==> src/rtl/qspi_erase_master.sv <==
module qspi_erase_master #(
  parameter int CS_GAP    = 4,
  parameter int POLL_MODE = 1,
  parameter int BLK_WAIT  = 1000,
  parameter int CHIP_WAIT = 4000
) (
  input  logic        clk,
  input  logic        rst_n,
  input  logic        req_valid,
  input  logic        req_chip,
  input  logic [23:0] req_addr,
  output logic        req_ready,
  output logic        done,
  output logic        fl_cs_n,
  output logic        fl_sck,
  output logic [3:0]  fl_dout,
  output logic        fl_oe,
  input  logic [3:0]  fl_din
);
  localparam int MAXW = (BLK_WAIT > CHIP_WAIT) ? BLK_WAIT : CHIP_WAIT;
  localparam int GW   = $clog2(CS_GAP + 1);
  localparam int WW   = $clog2(MAXW + 1);
  localparam logic [7:0] OP_WREN = 8'h06;
  localparam logic [7:0] OP_BLK  = 8'hD8;
  localparam logic [7:0] OP_CHIP = 8'hC7;
  localparam logic [7:0] OP_RDSR = 8'h05;

  typedef enum logic [2:0] {S_IDLE, S_GAP, S_TX, S_RX, S_WAIT} st_t;
  typedef enum logic [1:0] {K_WREN, K_ERASE, K_POLL} stp_t;

  st_t         st;
  stp_t        stp;
  logic [31:0] sh;
  logic [3:0]  nib;
  logic        ph;
  logic [GW-1:0] gap;
  logic [WW-1:0] tmr;
  logic        chip_q;
  logic [23:0] addr_q;
  logic        done_q;
  logic [WW-1:0] wait_last;

  assign wait_last = chip_q ? WW'(CHIP_WAIT - 1) : WW'(BLK_WAIT - 1);

  always_ff @(posedge clk or negedge rst_n) begin
    if (!rst_n) begin
      st     <= S_IDLE;
      stp    <= K_WREN;
      sh     <= '0;
      nib    <= '0;
      ph     <= 1'b0;
      gap    <= '0;
      tmr    <= '0;
      chip_q <= 1'b0;
      addr_q <= '0;
      done_q <= 1'b0;
    end else begin
      done_q <= 1'b0;
      case (st)
        S_IDLE: begin
          if (req_valid) begin
            chip_q <= req_chip;
            addr_q <= req_addr;
            stp    <= K_WREN;
            gap    <= '0;
            st     <= S_GAP;
          end
        end
        S_GAP: begin
          if (gap == GW'(CS_GAP - 1)) begin
            st <= S_TX;
            ph <= 1'b0;
            case (stp)
              K_WREN: begin
                sh  <= {OP_WREN, 24'h0};
                nib <= 4'd2;
              end
              K_ERASE: begin
                sh  <= chip_q ? {OP_CHIP, 24'h0} : {OP_BLK, addr_q};
                nib <= chip_q ? 4'd2 : 4'd8;
              end
              default: begin
                sh  <= {OP_RDSR, 24'h0};
                nib <= 4'd2;
              end
            endcase
          end else begin
            gap <= gap + 1'b1;
          end
        end
        S_TX: begin
          ph <= ~ph;
          if (ph) begin
            sh  <= {sh[27:0], 4'h0};
            nib <= nib - 1'b1;
            if (nib == 4'd1) begin
              gap <= '0;
              case (stp)
                K_WREN: begin
                  stp <= K_ERASE;
                  st  <= S_GAP;
                end
                K_ERASE: begin
                  if (POLL_MODE != 0) begin
                    stp <= K_POLL;
                    st  <= S_GAP;
                  end else begin
                    tmr <= '0;
                    st  <= S_WAIT;
                  end
                end
                default: begin
                  nib <= 4'd2;
                  st  <= S_RX;
                end
              endcase
            end
          end
        end
        S_RX: begin
          ph <= ~ph;
          if (ph) begin
            nib <= nib - 1'b1;
            if (nib == 4'd1) begin
              gap <= '0;
              if (fl_din[0]) begin
                st <= S_GAP;
              end else begin
                st     <= S_IDLE;
                done_q <= 1'b1;
              end
            end
          end
        end
        S_WAIT: begin
          if (tmr == wait_last) begin
            st     <= S_IDLE;
            done_q <= 1'b1;
          end else begin
            tmr <= tmr + 1'b1;
          end
        end
        default: st <= S_IDLE;
      endcase
    end
  end

  assign fl_cs_n   = !(st == S_TX || st == S_RX);
  assign fl_sck    = !fl_cs_n && ph;
  assign fl_dout   = (st == S_TX) ? sh[31:28] : 4'h0;
  assign fl_oe     = (st == S_TX);
  assign req_ready = (st == S_IDLE);
  assign done      = done_q;


  sck_idle_chk: assert property (@(posedge clk) disable iff (!rst_n)
    fl_cs_n |-> !fl_sck);


  cs_gap_chk: assert property (@(posedge clk) disable iff (!rst_n)
    (CS_GAP > 1 && $rose(fl_cs_n)) |=> fl_cs_n);


  dout_hold_chk: assert property (@(posedge clk) disable iff (!rst_n)
    fl_sck |-> $stable(fl_dout));


  done_pulse_chk: assert property (@(posedge clk) disable iff (!rst_n)
    done |=> !done);


  done_ready_chk: assert property (@(posedge clk) disable iff (!rst_n)
    done |-> (req_ready && fl_cs_n));


  accept_chk: assert property (@(posedge clk) disable iff (!rst_n)
    (req_valid && req_ready) |=> !req_ready);


  oe_frame_chk: assert property (@(posedge clk) disable iff (!rst_n)
    fl_oe |-> !fl_cs_n);


  no_poll_chk: assert property (@(posedge clk) disable iff (!rst_n)
    (POLL_MODE == 0) |-> fl_oe || fl_cs_n);
endmodule

==> config.mk <==
export PLATFORM = sky130hd
export DESIGN_NAME = qspi_erase_master
export DESIGN_NICKNAME = d
export VERILOG_FILES = /design/src/rtl/qspi_erase_master.sv
export SDC_FILE = /design/constraint.sdc
export NUM_CORES = 1
export LEC_CHECK = 0
export CORE_MARGIN = 4
export CORE_UTILIZATION = 50
export DETAILED_ROUTE_END_ITERATION = 8
export PLACE_DENSITY = 0.75
export SLEW_MARGIN = 10
export SYNTH_ARGS = -nofsm -noshare
export SYNTH_HDL_FRONTEND = slang
export SYNTH_SLANG_ARGS = --single-unit
==> constraint.sdc <==
create_clock -name clk -period 1.85 [get_ports clk]
set_input_delay 0.185 -clock clk [delete_from_list [all_inputs] [get_ports clk]]
set_output_delay 0.185 -clock clk [all_outputs]
set_load 0.005 [all_outputs]
Word-level counts from Yosys, hierarchy flattened

Cells that the tools add are included.

Flip-flop bits (word level): 83
Bits of input ports: 32

$add $sub $neg: 3
Equal/unequal tests: 19
Multiplexer cells: 42
Bitwise gates (word level): 2
Reductions and logical operators: 20

Operators with widths:

| operator                | count |
|---|---|
| $pmux W32 S2            | 2 |
| $mux W32                | 2 |
| $mux W3                 | 11 |
| $mux W4                 | 8 |
| $mux W29                | 1 |
| $pmux W3 S5             | 1 |
| $add A12 B1 Y12 const B | 1 |
| $eq A12 B12 Y1          | 1 |
| $mux W12                | 1 |
| $ne A2 B2 Y1 const B    | 6 |
| $pmux W4 S3             | 1 |
| $reduce_and A5 Y1       | 2 |
| $eq A3 B2 Y1 const B    | 3 |
| $pmux W3 S3             | 1 |
| $mux W2                 | 4 |
| $ne A2 B1 Y1 const B    | 4 |
| $pmux W2 S2             | 2 |
| $reduce_and A7 Y1       | 1 |
| $mux W1                 | 6 |
| $reduce_and A2 Y1       | 3 |
| $reduce_bool A2 Y1      | 3 |
| $reduce_bool A3 Y1      | 2 |
| $eq A4 B1 Y1 const B    | 1 |
| $pmux W1 S2             | 2 |
| 15 further kinds        | 17 |

Depth between registers and ports, before layout

Gate-level depths: netlist (run 1).

Word-level depth: 6
Gate-level depth with buffers: 7
Gate-level depth less buffers: 5

Worst setup path after synthesis (run 1)

No wires, ideal clock.

Kind: reg2reg
Start: register gap[0]
End: register sh[27]
Data arrival time: 1.620 ns
Required time: 1.725 ns
Path slack: 0.105 ns
Cell stages (with the launch flop): 8
Buffers on the path: 2
Period minus slack after synthesis: 1.745 ns
Cell sequence: dfrtp_1 -> ha_1 -> ha_1 -> nand2_1 -> o21ai_1 -> buf_6 -> buf_8 -> mux2_4

Word-level cells in the longest chain between the ends: 3

RTL lines:

| what                               | RTL line | RTL |
|---|---|---|
| start, declared                    | 36       | `logic [GW-1:0] gap;` |
| start signal, assigned             | 88       | `gap <= gap + 1'b1;` |
| $eq A3 B2 Y1                       | 70       | `if (gap == GW'(CS_GAP - 1)) begin` |
| $ne A2 B2 Y1 (no source line)      | n/a      |  |
| $reduce_and A3 Y1 (no source line) | n/a      |  |
| end signal, assigned               | 75       | `sh <= {OP_WREN, 24'h0};` |
| end signal, assigned               | 79       | `sh <= chip_q ? {OP_CHIP, 24'h0} : {OP_BLK, addr_q};` |
| end signal, assigned               | 83       | `sh <= {OP_RDSR, 24'h0};` |
| end, declared                      | 33       | `logic [31:0] sh;` |

No other way between the ends.
A chain may end at the register's enable or synchronous reset.

Final worst setup path (run 1)

Start: register st[0]
End: output port fl_dout[3]

Word-level cells in the longest chain between the ends: 2

RTL lines:

| what                   | RTL line | RTL |
|---|---|---|
| start, declared        | 31       | `st_t st;` |
| start signal, assigned | 47       | `st <= S_IDLE;` |
| start signal, assigned | 66       | `st <= S_GAP;` |
| start signal, assigned | 71       | `st <= S_TX;` |
| $eq A3 B2 Y1           | 150      | `assign fl_dout = (st == S_TX) ? sh[31:28] : 4'h0;` |
| $mux W4                | 150      |  |
| end, declared          | 16       | `output logic [3:0] fl_dout,` |

No other way between the ends.

==> results of run 1 <==
## metal layers
metal,part of all wire (%),up-vias,track usage [%]
met3,3.2,10,4.39
met1,48,1211,23.8
met5,0,-,0
met4,1.1,0,5.28
li1,-,1141,-
met2,48,43,29.1
## worst max-delay path: cells and delay by family (launching register included)
kind                   cells  cell delay [ns]
buffers and inverters      2             0.56
flip-flops                 1             0.40
AND/OR/NAND/NOR            2             0.29
## how the worst max path moves through the flow
| stage | startpoint | endpoint | slack (ns) | depth (start not counted) |
|---|---|---|---|---|
| 2_1_floorplan | gap[0] | sh[27] | 0.10 | 7 |
| 5_1_grt | st[1] | fl_cs_n | 0.006 | 3 |
| 3_5_place_dp | gap[0] | sh[13] | 0.1 | 7 |
| 3_3_place_gp | st[0] | fl_dout[2] | 0.20 | 4 |
| 6_report | st[0] | fl_dout[3] | 0.07 | 4 |
| 4_1_cts | st[0] | fl_dout[2] | 0.01 | 4 |
## layout by cell type, fill, tap and decap left out, types with 2 or more instances in the layout
cell and count:
a31oi_1 16, mux2_4 3, clkbuf_8 12, o22ai_1 3
nor3_1 2, mux2i_1 19, o21ai_0 7, a31o_2 4
buf_12 4, nand2_1 3, dlymetal6s2s_1 2, dfrtp_1 69
buf_4 20, nand3_1 3, and3b_1 21, and2_1 5
a22o_1 7, inv_1 21, nor2b_1 4, mux2_2 16
o2bb2ai_1 3, clkdlybuf4s50_1 33, nand3b_1 3, a21oi_1 3
mux2_1 21, nor2_1 4, ha_1 4
## kinds of logic (layout without fill, tap and decap cells)
| kind of cell | count (synthesis) | count (layout) | share of synthesized area, % |
|---|---|---|---|
| xor gates and xnor gates | 1 | 1 | 0.253 |
| buffers and inverters | 43 | 101 | 6.33 |
| AOI/OAI and AO/OA | 51 | 51 | 10.3 |
| DFF | 70 | 70 | 50.7 |
| and+or+nand+nor | 58 | 58 | 12.1 |
| adders and majority gates | 4 | 4 | 1.45 |
| muxes | 59 | 59 | 18.8 |
## power groups by stage
stage / Sequential, mW / Clock, mW / Combinational, mW
floorplan: 2.26 / 0 / 1.44
global placement: 2.39 / 0 / 1.89
detailed placement: 2.41 / 0 / 1.96
CTS: 2.39 / 1.13 / 2.13
global route: 2.45 / 1.21 / 2.38
finish: 2.39 / 1.10 / 2.17
## timing repair
item                       4_1_cts  5_1_grt
setup endpoints to repair        7        9
gates resized for setup          5        5
hold buffers                     1        0
setup buffers                    4        3
gates cloned                     1        0
hold endpoints to repair        70        0
## layout make-up
cell class / instances / share of cell area (%)
Clock buffer: 13 / 3.96
Clock inverter: 1 / 0.117
Inverter: 24 / 2.26
Multi-Input combinational cell: 173 / 35.2
Sequential cell: 70 / 41.1
Tap cell: 80 / 2.34
Timing Repair Buffer: 63 / 15.0
## metrics by stage
stage / worst slack, ns / cells / total power [mW] / util, %
global route: 0.00636 / 424 / 6.05 / 63.2
detailed placement: 0.0966 / 402 / 4.37 / 59.0
floorplan: 0.105 / 286 / 3.70 / -
CTS: 0.0126 / 422 / 5.66 / 62.8
finish: 0.0702 / 424 / 5.66 / 63.2
global placement: 0.200 / 402 / 4.28 / 59.0
## state kept, by name, indices dropped and copies added, names as in the netlist
register	flops
addr_q	24
chip_q	1
done	1
gap	3
nib	4
ph	1
sh	32
st	2
stp	2
==> results.yml, run 1 <==
power_and_ir_drop:
  internal_power_mw: 3.80
  vdd.ir_drop.worst_v: 0.000648
  leakage_nw: 2.02
  swShare_pct: 33.0
  seqPwrFrac_pct: 42.2
  p_clk_share_pct: 19.4
  switchingPower_mw: 1.87
  pwr-share-comb_pct: 38.3
  power_density_nw_per_um2: 1330
synth:
  synth_flop_cell: "dfrtp_1"
  synthCells: 286
  yosys_warnings: 0
  synth_area_um2: 3460
  synth_seq_area_share_pct: 50.7
  synth_cell_types: 48
  syn_area_per_cell_um2: 12.1
  yosysTopAreaCell: "dfrtp_1"
  synth-edff-count: 0
  synth_most_common_cell: "dfrtp_1"
  synthTopCellsByCount: "dfrtp_1 (70), inv_1 (23), and3b_1 (21), mux2_1 (21), mux2i_1 (19)"
  synth_top_area_share_pct: 50.7
  synth_fp_nets: 322
  ys_async_sr_fraction_pct: 100
  synth_area_leaders: "dfrtp_1 (51%), mux2_1 (6.8%), mux2i_1 (5.5%)"
  ys_ff_latch: 70
routing:
  drt_iter0_drc: 98
  drcViolationCount: 0
  via_count: 2405
  totalWireLength_um: 7010
  routed_via_density: 5.67
  ant_nets: 0
  firstDrtPassIters: 4
  wl_per_cell_um: 16.5
sta:
  max_freq_ghz: 0.562
  setup_viol: 0
  hold_viol_final: 0
  rsz0062_at_grt: "false"
  worst_pin_slew_ns: 0.424
  slew_viol_final: 0
  finClkSkew_ns: 0.00860
  hold_ws_ns: 0.410
  fin_crit_ns: 1.78
  setup_tns_ns: 0
  fin_crit_sh_pct: 96.2
  maxSlewHeadroom_pct: 71.6
grt:
  overflow: 0
  grt_max_degree: 71
  grt_usage_pct: 17.9
  grt_pass1_wl_um: 11900
  antenna_found_initial: 0
  grt_pass1_vias: 2465
critical_path:
  worstSetupPathType: "reg -> out"
  worstPathRequired_ns: 1.66
  max_stage_delay_ns: 0.49
  r2r_end: "sh[26]"
  critPathCaptureType: "primary output"
  ff2ff_setup_slack_ns: 0.09
  r2r-start: "st[0]"
  startpoint_type: "register"
  crit_slowest_cell: "clkdlybuf4s50_1"
  cp_cell_sequence: "nand2b_4 -> inv_4 -> and2_1 -> clkdlybuf4s50_1"
  worstPathArrival_ns: 1.59
  reg2regPathDepth: 6
  crit_fanout: 5
outcome:
  outcome: "finished clean"
clock_network:
  clock_latency_ns: 0.34
  tritoncts: "done"
  h-tree-depth: 3
  cts_made_buffers: 9
  root_buffer: "clkbuf_8"
  cts.sinks: 70
  cts_buffer_depth: 2
  clk_pin_slew_worst_paths_ns: 0.07
floorplan:
  num_rows: 30
  fp.dieH_um: 91.2
  initial_core_util_pct: 51.2
  io_pins: 41
  die_area_um2: 8310
  core_um2: 6760
  die_x_um: 91.2
finish:
  seq_area_um2: 1750
  area_growth_pct: 23.4
  insertedDiodeCount: 0
  drive_gt1_share_pct: 21.2
  multi_input_area_um2: 1500
  nNetsFinal: 377
  finish.instance_area_um2: 4270
  nFillCells: 550
placed_design:
  place_area_um2: 3980
  place_congestion: 0.779
  io_buffers: 37
  dp_hpwl_um: 4730
flow_run:
  drv_cap: 0
hold_path:
  hold_class: "in -> async"
Note: power is estimated with default switching activity, not from simulation.
==> inputs of run 2 (changes only) <==
- GPL_ROUTABILITY_DRIVEN: unset -> 0
==> results of run 2 <==
The final DEF is identical to that of run 1; final timing and power are the same.
